==> config.mk <==
export PLATFORM = sky130hd
export DESIGN_NAME = irq_gather
export DESIGN_NICKNAME = d
export VERILOG_FILES = /design/src/rtl/irqg_pkg.sv /design/src/rtl/irqg_decode.sv /design/src/rtl/irqg_mask.sv /design/src/rtl/irqg_status.sv /design/src/rtl/irq_gather.sv
export SDC_FILE = /design/constraint.sdc
export NUM_CORES = 1
export LEC_CHECK = 0
export CAP_MARGIN = 30
export CORE_MARGIN = 3
export CORE_UTILIZATION = 40
export DETAILED_ROUTE_END_ITERATION = 10
export DONT_BUFFER_PORTS = 1
export PLACE_DENSITY = 0.61
export SLEW_MARGIN = 20
export SYNTH_ARGS = -nofsm -noshare
export SYNTH_HDL_FRONTEND = slang
export SYNTH_HIERARCHICAL = 1
export SYNTH_SLANG_ARGS = --single-unit
==> constraint.sdc <==
create_clock -name clk -period 3.9 [get_ports clk]
set_input_delay 0.39 -clock clk [delete_from_list [all_inputs] [get_ports clk]]
set_output_delay 0.39 -clock clk [all_outputs]
set_load 0.05 [all_outputs]
==> src/rtl/irqg_pkg.sv <==
package irqg_pkg;

    typedef enum logic [2:0] {
        RK_NONE,
        RK_STAT,
        RK_ACK,
        RK_MVIEW,
        RK_MSET,
        RK_MCLR
    } reg_kind_e;

    // latched variant layout
    localparam int OFFL_STAT  = 'h00;
    localparam int OFFL_ACK   = 'h08;
    localparam int OFFL_MVIEW = 'h0C;
    localparam int OFFL_MSET  = 'h10;
    localparam int OFFL_MCLR  = 'h14;

    // level variant layout
    localparam int OFFV_STAT  = 'h00;
    localparam int OFFV_MVIEW = 'h04;
    localparam int OFFV_MSET  = 'h08;
    localparam int OFFV_MCLR  = 'h0C;

endpackage

==> src/rtl/irqg_decode.sv <==
module irqg_decode
    import irqg_pkg::*;
#(
    parameter int ADDR_W  = 5,
    parameter bit LATCHED = 1'b1
) (
    input  logic [ADDR_W-1:0] addr,
    output reg_kind_e         kind
);

    generate
        if (LATCHED) begin : g_lat
            always_comb begin
                kind = RK_NONE;
                if (addr == ADDR_W'(OFFL_STAT))       kind = RK_STAT;
                else if (addr == ADDR_W'(OFFL_ACK))   kind = RK_ACK;
                else if (addr == ADDR_W'(OFFL_MVIEW)) kind = RK_MVIEW;
                else if (addr == ADDR_W'(OFFL_MSET))  kind = RK_MSET;
                else if (addr == ADDR_W'(OFFL_MCLR))  kind = RK_MCLR;
            end
        end else begin : g_lvl
            always_comb begin
                kind = RK_NONE;
                if (addr == ADDR_W'(OFFV_STAT))       kind = RK_STAT;
                else if (addr == ADDR_W'(OFFV_MVIEW)) kind = RK_MVIEW;
                else if (addr == ADDR_W'(OFFV_MSET))  kind = RK_MSET;
                else if (addr == ADDR_W'(OFFV_MCLR))  kind = RK_MCLR;
            end
        end
    endgenerate

endmodule

==> src/rtl/irqg_mask.sv <==
module irqg_mask #(
    parameter int W = 32
) (
    input  logic         clk,
    input  logic         rst_n,
    input  logic         set_we,
    input  logic         clr_we,
    input  logic [W-1:0] bits,
    output logic [W-1:0] mask
);

    always_ff @(posedge clk or negedge rst_n) begin
        if (!rst_n) begin
            mask <= '1;
        end else if (set_we) begin
            mask <= mask | bits;
        end else if (clr_we) begin
            mask <= mask & ~bits;
        end
    end

endmodule

==> src/rtl/irqg_status.sv <==
module irqg_status #(
    parameter int W       = 32,
    parameter bit LATCHED = 1'b1
) (
    input  logic         clk,
    input  logic         rst_n,
    input  logic [W-1:0] src,
    input  logic         ack_we,
    input  logic [W-1:0] ack_bits,
    output logic [W-1:0] stat
);

    generate
        if (LATCHED) begin : g_lat
            logic [W-1:0] prev_q;
            logic [W-1:0] rise;
            logic [W-1:0] drop;

            assign rise = src & ~prev_q;
            assign drop = ack_we ? ack_bits : '0;

            always_ff @(posedge clk or negedge rst_n) begin
                if (!rst_n) begin
                    prev_q <= '0;
                    stat   <= '0;
                end else begin
                    prev_q <= src;
                    stat   <= (stat & ~drop) | rise;
                end
            end
        end else begin : g_lvl
            logic unused_lvl;
            assign unused_lvl = ^{clk, rst_n, ack_we, ack_bits};
            assign stat = src;
        end
    endgenerate

endmodule

==> src/rtl/irq_gather.sv <==
module irq_gather
    import irqg_pkg::*;
#(
    parameter int SRC_W   = 32,
    parameter int ADDR_W  = 5,
    parameter bit LATCHED = 1'b1
) (
    input  logic              clk,
    input  logic              rst_n,
    input  logic [SRC_W-1:0]  irq_src,
    input  logic              reg_sel,
    input  logic              reg_wr,
    input  logic [ADDR_W-1:0] reg_addr,
    input  logic [SRC_W-1:0]  reg_wdata,
    output logic [SRC_W-1:0]  reg_rdata,
    output logic              irq_out
);

    reg_kind_e        kind;
    logic             wr_en;
    logic             rd_en;
    logic [SRC_W-1:0] stat_w;
    logic [SRC_W-1:0] mask_w;
    logic             irq_q;

    assign wr_en = reg_sel & reg_wr;
    assign rd_en = reg_sel & ~reg_wr;

    irqg_decode #(
        .ADDR_W  (ADDR_W),
        .LATCHED (LATCHED)
    ) u_dec (
        .addr (reg_addr),
        .kind (kind)
    );

    irqg_mask #(
        .W (SRC_W)
    ) u_mask (
        .clk    (clk),
        .rst_n  (rst_n),
        .set_we (wr_en && (kind == RK_MSET)),
        .clr_we (wr_en && (kind == RK_MCLR)),
        .bits   (reg_wdata),
        .mask   (mask_w)
    );

    irqg_status #(
        .W       (SRC_W),
        .LATCHED (LATCHED)
    ) u_stat (
        .clk      (clk),
        .rst_n    (rst_n),
        .src      (irq_src),
        .ack_we   (wr_en && (kind == RK_ACK)),
        .ack_bits (reg_wdata),
        .stat     (stat_w)
    );

    always_comb begin
        reg_rdata = '0;
        if (rd_en) begin
            unique case (kind)
                RK_STAT:  reg_rdata = stat_w;
                RK_MVIEW: reg_rdata = mask_w;
                default:  reg_rdata = '0;
            endcase
        end
    end

    always_ff @(posedge clk or negedge rst_n) begin
        if (!rst_n) begin
            irq_q <= 1'b0;
        end else begin
            irq_q <= |(stat_w & ~mask_w);
        end
    end

    assign irq_out = irq_q;

endmodule

==> results.toml, run 1 <==
[run_status]
status = "finished, final reports clean"

[floorplan]
num_io_pins = 106
dieArea_um2 = 12060
die_w_um = 109.8
initial_core_util = 0.4138
rows = 37
die_h_um = 109.8
coreArea_um2 = 10420

[logic_synthesis]
ys.flop_type = "dfrtp_1"
syn-num-nets = 480
syn_avg_cell_area_um2 = 10.59
syn-instance-count = 407
ys_ff_latch = 97
synthArstFlopShare = 1.000
netlist.area_leader.share = 0.3774
synth_cell_types = 27
yosysWarningCount = 6
synth_edf_count = 0
synthTopCellsByArea = "dfrtp_1, dfstp_2, a22o_1"
yosys.area.top_type = "dfrtp_1"
ys_seq_area_frac = 0.5724
syn_area_um2 = 4310

[critical_path]
critPathTopFamily = "simple AND/OR/NAND/NOR gates"
rr_worst_depth = 3
crit_fanout = 32
slowest_stage = "nor4b_1"
crit_buf_inv = 3
crit_path_frequent_cell = "buf_4"
end_kind = "output port"
critPathArrivalTime_ns = 2.15
path_class = "input port to output port"
reg2reg_slack_ns = 2.59
path_cells = "nor4b_1, clkbuf_2, and3b_1, buf_4, a22oi_1, nor2_1, buf_4"
worst_setup_path_start_kind = "input port"
cp_slowest_stage_delay_ns = 0.53
cp_num_cells = 7
critPathRequiredTime_ns = 3.51

[place]
pre_cts_ws_ns = 1.194
port_buffers = 0
place_congestion = 0.7891
place_area_um2 = 4626
dp_hpwl_mm = 6.917

[sta]
timing.final.ws_setup_ns = 1.357
hold_slack_ns = 0.04753
tns_ns = 0
rsz0062_at_grt = "no"
timing.fmax_mhz = 393.2
hold_violations = 0
tightest_slew_ns = 0.5749
skew_ns = 0.006731
maxSlewViolCount = 0
max-slew-margin-rel = 0.6113
setup_viol = 0
post-route-period-util = 0.6521
finalCriticalPeriod_ns = 2.543

[worst_hold_path]
worstHoldPathCells = 0
hold_path.class = "input port to flip-flop"

[cts]
cts_buffer_depth = 2
post_cts_buffers = 0
ctsRootBufferMaster = "clkbuf_8"
cts.clk_slew.worst_paths_ns = 0.10
h-tree-depth = 3
clock_latency_ns = 0.35
cts.sinks = 97
cts_tree = "built"
cts_buffers = 9

[layout]
layout_common_cells = "dfrtp_1, inv_1, nand2_1, a22o_1, buf_4"
final_area_um2 = 4875
nets = 514
mostFrequentLayoutCell = "dfrtp_1"
area_growth_pct = 13.09
antennaDiodeCount = 0
layout-drive-gt1-share = 0.2220
fin_util = 0.4680

[run]
cap_violations = 0

[pwr]
p_per_area_nw_per_um2 = 425.8
peakVddDrop_mv = 0.1841
leakagePower_nw = 2.326

[drt]
final_antenna_net_count = 0
drtIter0Drc = 203
drt-total-wl_mm = 10.41
wl_per_cell_um = 17.89
dr.pass1.iters = 5
num_vias = 3085
post-route-drc-count = 0
vias_per_cell = 5.301

[global_routing]
grt_pass1_wl_mm = 16.56
grt_pass1_vias = 3155
grt_overflow_total = 0
grt_max_degree = 98
grtUsageTotal = 0.1800
antenna_found_initial = 0
[path summary, 6_finish.rpt]
check	to	startpoint
max	reg_rdata[17]	reg_addr[3]
min	u_stat/g_lat.prev_q[11]$_DFF_PN0_	irq_src[11]
max reg2reg	irq_out$_DFF_PN0_	flip-flop
min reg2reg	u_stat/stat[3]$_DFF_PN0_	u_stat/stat[3]$_DFF_PN0_
max in group asynchronous	asynchronous set/reset pin	rst_n
min in group asynchronous	u_stat/g_lat.prev_q[11]$_DFF_PN0_	rst_n
[synth_stat cells (all sizes together) (2+ instances only)]
library cell / instances
dfrtp: 65
a22o: 64
inv: 64
nand2: 64
nor2: 33
a22oi: 32
dfstp: 32
o22ai: 16
buf: 15
clkbuf: 4
nor4: 4
nor3: 2
nor3b: 2
nor4b: 2
[repair_timing]
action | in CTS | in global routing
resized for setup | 0 | 0
endpoints found under the hold margin | 97 | 0
hold buffers | 2 | 0
[worst reg2reg max path, delay by kind of cell (launching register included)]
kind               cells  cell delay (ns)
AOI/OAI and AO/OA      1             0.11
and+or+nand+nor        2             0.53
DFF                    1             0.55
[metal layers]
layer	part of all wire	track usage	up-vias
met3	0.067	0.05344	6
met2	0.47	0.2751	87
met1	0.46	0.2465	1525
li1	-	-	1467
met5	0	0	-
met4	0.0075	0.05521	0
[metrics by stage]
step | total power, mW | std cells
final | 2.075 | 582
after detailed placement | 1.387 | 563
after CTS | 2.105 | 581
after floorplan | 1.337 | 407
after global placement | 1.381 | 563
after global routing | 2.177 | 582
[area by class of cell]
cell class	instances	area [µm²]
Clock buffer	13	158.9
Clock inverter	3	47.55
Multi-Input combinational cell	227	1455
Fill cell	1007	5542
Sequential cell	97	2467
Timing Repair Buffer	42	335.3
Inverter	64	240.2
Tap cell	136	170.2
[cell families (layout without fill, tap and decap cells)]
| group | count (synthesis) | count (layout) | synth area share |
|---|---|---|---|
| buffers and inverters | 83 | 122 | 0.09434 |
| DFF | 97 | 97 | 0.5724 |
| AOI/OAI and AO/OA | 113 | 113 | 0.2189 |
| and+or+nand+nor | 113 | 113 | 0.1123 |
| xor gates and xnor gates | 1 | 1 | 0.002032 |
[power by group]
group          switching, mW  internal (mW)
logic                 0.0947         0.0853
registers             0.0695           1.14
clock network          0.348          0.336
total                  0.512           1.56
Note: power is estimated with default switching activity, not from simulation.
==> run 2: changes to the inputs <==
- ABC_AREA: not set -> 1
- clock period: 3.9 -> 2.35 ns (I/O delays scaled with it)
==> run 2 against run 1 <==
The run now ends with negative hold slack left. Register-to-register slack lost 1.4 ns. Sequential power rose by 64%. Area after synthesis rose by 6.2%. Combinational power grew 150%. Largest power group unchanged. Highest routed layer unchanged.
==> results.toml, run 2 <==
[run_status]
status = "finished, violations left"
violations = "negative hold slack"

[critical_path]
crit_buf_inv = 3
worst_setup_path_start_kind = "input port"
path_class = "input port to output port"
path_cells = "nor2_2, nand3_1, nand3_2, inv_1, nor3_4, buf_4, nand2_1, a21oi_1, buf_4"
end_kind = "output port"
critPathRequiredTime_ns = 2.12
critPathTopFamily = "simple AND/OR/NAND/NOR gates"
cp_slowest_stage_delay_ns = 0.26
rr_worst_depth = 7
reg2reg_to = "irq_out$_DFF_PN0_"
crit_path_frequent_cell = "buf_4"
critPathArrivalTime_ns = 1.70
crit_fanout = 19
reg2reg_slack_ns = 1.18
slowest_stage = "buf_4"

[logic_synthesis]
synth_edf_count = 0
netlist.area_leader.share = 0.3552
synthTopCellsByArea = "dfrtp_1, nand2_1, dfstp_2"
syn_avg_cell_area_um2 = 7.422
syn-num-nets = 690
synth_cell_types = 20
synthArstFlopShare = 1.000
syn_area_um2 = 4579
synth_common_cells = "nand2_1, inv_1, dfrtp_1"
ys.flop_type = "dfrtp_1"
ys_ff_latch = 97
yosys.area.top_type = "dfrtp_1"
syn-instance-count = 617
yosysWarningCount = 6
ys_seq_area_frac = 0.5388
synth.most_common_cell = "nand2_1"

[place]
dp_hpwl_mm = 7.413
place_congestion = 0.7552
port_buffers = 0
pre_cts_ws_ns = 0.4083
place_area_um2 = 4974

[layout]
antennaDiodeCount = 0
final_area_um2 = 5927
fillers = 1033
nets = 793
area_growth_pct = 29.43
fin_util = 0.5373
multi_input_area_um2 = 1733
layout-drive-gt1-share = 0.1324
seq_area_um2 = 2467
mostFrequentLayoutCell = "nand2_1"
layout_common_cells = "nand2_1, inv_1, dlygate4sd3_1"

[sta]
skew_ns = 0.008087
hold_violations = 97
finalCriticalPeriod_ns = 1.937
tightest_slew_ns = 0.5339
post-route-period-util = 0.8241
timing.fmax_mhz = 516.4
maxSlewViolCount = 0
timing.final.ws_setup_ns = 0.4134
max-slew-margin-rel = 0.6421
tns_ns = 0
rsz0062_at_grt = "no"
hold_slack_ns = -0.4215
setup_viol = 0

[global_routing]
grt_max_degree = 98
grtUsageTotal = 0.1938
grt_pass1_wl_mm = 19.53
antenna_found_initial = 0
grt_pass1_vias = 4005
grt_overflow_total = 0

[floorplan]
dieArea_um2 = 12770
die_w_um = 113.0
rows = 38
coreArea_um2 = 11030
num_io_pins = 106
die_h_um = 113.0
initial_core_util = 0.4152

[cts]
ctsRootBufferMaster = "clkbuf_16"
cts_buffers = 9
clock_latency_ns = 0.35
h-tree-depth = 3
cts_tree = "built"
cts_resized = 0
cts_buffer_depth = 2
post_cts_buffers = 0
cts.sinks = 97
cts.clk_slew.worst_paths_ns = 0.07

[drt]
dr.pass1.iters = 4
wl_per_cell_um = 13.44
vias_per_cell = 4.561
post-route-drc-count = 0
drtIter0Drc = 243
drt-total-wl_mm = 11.63
num_vias = 3945
final_antenna_net_count = 0

[pwr]
leakagePower_nw = 2.852
p_per_area_nw_per_um2 = 642.3
peakVddDrop_mv = 0.5470

[run]
cap_violations = 0

[worst_hold_path]
hold_path.class = "input port to asynchronous set/reset pin"
## run 2: changes by cell type in the layout (fill, tap and decap cells not counted), sizes merged, moves of 16 or more
cell | before | now
nor2 | 33 | 14
a22o | 64 | 0
a21oi | 0 | 32
a22oi | 32 | 0
nand2 | 64 | 371
o22ai | 16 | 0
dlygate4sd3 | 1 | 68
## run 2: metal layers
layer	GRT usage	up-vias	routed length (µm)
met2	0.3294	99	5794
met4	0.04567	0	82
met5	0	-	0
met3	0.06684	7	806
li1	-	2034	-
met1	0.2379	1805	4943
## run 2: through the flow
step | std cells | power, mW
6_report | 865 | 3.807
5_1_grt | 865 | 4.017
3_5_place_dp | 781 | 2.363
2_1_floorplan | 617 | 2.267
4_1_cts | 861 | 3.856
3_3_place_gp | 781 | 2.345
## run 2: worst max-delay path by stage
stage,from,endpoint,depth (start not counted)
5_1_grt,reg_addr[1],reg_rdata[4],9
6_report,reg_addr[1],reg_rdata[18],9
3_5_place_dp,reg_addr[1],flip-flop,8
2_1_floorplan,reg_addr[1],reg_rdata[11],8
4_1_cts,reg_addr[1],reg_rdata[11],9
3_3_place_gp,reg_addr[1],flip-flop,9
## run 2: area by class of cell
cell class                      count  area share
Sequential cell                    97      0.4163
Multi-Input combinational cell    430      0.2924
Timing Repair Buffer              110      0.1702
Inverter                           72     0.04560
Clock buffer                       15     0.04518
Tap cell                          140     0.02955
Clock inverter                      1   0.0008444
## run 2: logic make-up (layout without fill, tap and decap cells)
logic type / after synthesis / in the layout / share of synthesized area
compound gates: 35 / 35 / 0.03825
simple gates: 395 / 395 / 0.3347
flops: 97 / 97 / 0.5388
buf+inv: 90 / 198 / 0.08825
## run 2: timing repair
action	in CTS	in global routing
hold buffers	64	4
endpoints found under the hold margin	180	101
setup endpoints to repair	0	0
## run 2: report_power, final
part	internal [mW]	switching, mW	total [mW]
combinational	0.200	0.245	0.445
sequential	1.90	0.0955	1.99
clock	0.776	0.595	1.37
==> run 3: changes to the inputs <==
- clock period: 2.35 -> 1.84 ns (I/O delays scaled with it)
==> run 3 against run 2 <==
The flow still finishes with violations (negative hold slack). Register-to-register slack lost 0.64 ns. Flip-flop and latch count unchanged. Via count grew 4.1%.
==> results.toml, run 3 (synthesized netlist as in run 2, its figures left out) <==
[run_status]
status = "finished, violations left"
violations = "negative hold slack"

[cts]
cts_hold_buf = 64
cts.clk_slew.worst_paths_ns = 0.06
cts_buffers = 9
cts_buffer_depth = 2
cts_tree = "built"
h-tree-depth = 3
ctsRootBufferMaster = "clkbuf_16"
clock_latency_ns = 0.34
cts.sinks = 97

[sta]
hold_slack_ns = -0.4664
setup_viol = 0
max-slew-margin-rel = 0.6606
timing.fmax_mhz = 570.0
timing.final.ws_setup_ns = 0.08576
tightest_slew_ns = 0.5086
finalCriticalPeriod_ns = 1.754
maxSlewViolCount = 0
post-route-period-util = 0.9534
hold_violations = 97
rsz0062_at_grt = "yes"
skew_ns = 0.004714

[critical_path]
reg2reg_slack_ns = 0.54
crit_start = "reg_addr[1]"
path_cells = "nor2_4, inv_1, nor2_1, inv_2, nor3_4, buf_4, nand2_1, a21oi_4, buf_12"
critPathTopFamily = "simple AND/OR/NAND/NOR gates"
end_kind = "output port"
slowest_stage = "buf_4"
worst_setup_path_start_kind = "input port"
cp_slowest_stage_delay_ns = 0.25
critPathArrivalTime_ns = 1.57
reg2reg_to = "irq_out$_DFF_PN0_"
critPathRequiredTime_ns = 1.66
rr_worst_depth = 7
path_class = "input port to output port"
crit_fanout = 17
crit_buf_inv = 4

[layout]
layout-drive-gt1-share = 0.1926
fin_util = 0.6121
final_area_um2 = 6751
fin_cells = 867
area_growth_pct = 47.43
layout_common_cells = "nand2_1, inv_1, dfrtp_1"
mostFrequentLayoutCell = "nand2_1"
antennaDiodeCount = 0
nets = 796

[floorplan]
die_h_um = 113.0
rows = 38
coreArea_um2 = 11030
num_io_pins = 106
dieArea_um2 = 12770
initial_core_util = 0.4152
die_w_um = 113.0

[place]
placedCellCount = 784
pre_cts_ws_ns = -0.05107
place_congestion = 0.7873
place_area_um2 = 5754
dp_hpwl_mm = 8.469
port_buffers = 0

[global_routing]
grt_pass1_vias = 4314
antenna_found_initial = 0
grt_max_degree = 98
grtUsageTotal = 0.2108
grt_pass1_wl_mm = 21.10
grt_overflow_total = 0

[drt]
vias_per_cell = 4.735
dr.pass1.iters = 4
drtIter0Drc = 178
post-route-drc-count = 0
num_vias = 4105
wl_per_cell_um = 14.78
drt-total-wl_mm = 12.81
final_antenna_net_count = 0

[pwr]
intPower_mw = 3.714
p_comb_frac = 0.138
power.switching_mw = 1.289
p_seq_frac = 0.510
leakagePower_nw = 2.987
peakVddDrop_mv = 0.7290
clockPowerShare = 0.352
swShare = 0.2577
p_per_area_nw_per_um2 = 741.1

[worst_hold_path]
hold_path.class = "input port to asynchronous set/reset pin"

[run]
cap_violations = 0
==> run 3: changes by cell type in the layout (fill, tap and decap cells not counted), moves of 2 or more <==
cell	before	now
a21oi_4	0	29
dlygate4sd3_1	68	64
buf_12	1	35
nand2_2	0	3
inv_1	70	68
a21oi_1	32	0
a21oi_2	0	3
nand2_1	371	367
buf_4	41	12
==> run 3: through the flow <==
step                      power (mW)  TNS (ns)
final                          5.003         0
after global routing           5.231   -0.1509
after CTS                      5.038         0
after detailed placement       3.121   -0.4221
after global placement         3.085         0
after floorplan                2.941    -2.250
==> run 3: power groups by stage <==
stage               sequential [mW]  clock (mW)  combinational [mW]
global route                   2.58        1.88               0.775
global placement               2.57           0               0.513
finish                         2.55        1.76               0.692
detailed placement             2.59           0               0.536
floorplan                      2.55           0               0.393
CTS                            2.55        1.79               0.695
==> run 3: worst register-to-register path, cell delays in order, from the launching register on <==
cell,delay (ns)
dfstp_2,0.54
inv_1,0.05
nand2_1,0.06
nand2_1,0.10
nor2_1,0.20
nand2_1,0.08
nor2_1,0.11
nand2_1,0.06
==> run 3: layer usage <==
metal / share of wire / track usage / up-vias
li1: - / - / 2042
met1: 0.42 / 0.2516 / 1934
met2: 0.51 / 0.3764 / 108
met3: 0.050 / 0.04278 / 21
met4: 0.023 / 0.07532 / 0
met5: 0 / 0 / -
==> run 3: layout make-up <==
type | count | area (µm²)
clock buffers | 15 | 267.8
fillers | 927 | 4279
repair buffers | 113 | 1470
well taps | 140 | 175.2
flip-flops and latches | 97 | 2467
multi-input cells | 430 | 2097
inverters | 72 | 274.0
==> run 3: worst max path at each step <==
stage                    end  slack (ns)  cells past startpoint
2_1_floorplan      flip-flop       -0.05                      9
3_3_place_gp   reg_rdata[14]        0.08                      9
3_5_place_dp   reg_rdata[14]       -0.05                      9
4_1_cts        reg_rdata[13]       0.002                     10
5_1_grt        reg_rdata[31]       -0.02                      9
6_report       reg_rdata[12]        0.09                      9
==> run 3: timing repair <==
item / CTS / global route
resized for setup: 4 / 6
pin swaps: 5 / 7
buffers inserted: 2 / 0
endpoints found under the hold margin: 193 / 97
gates cloned: 2 / 0
setup endpoints to repair: 14 / 10
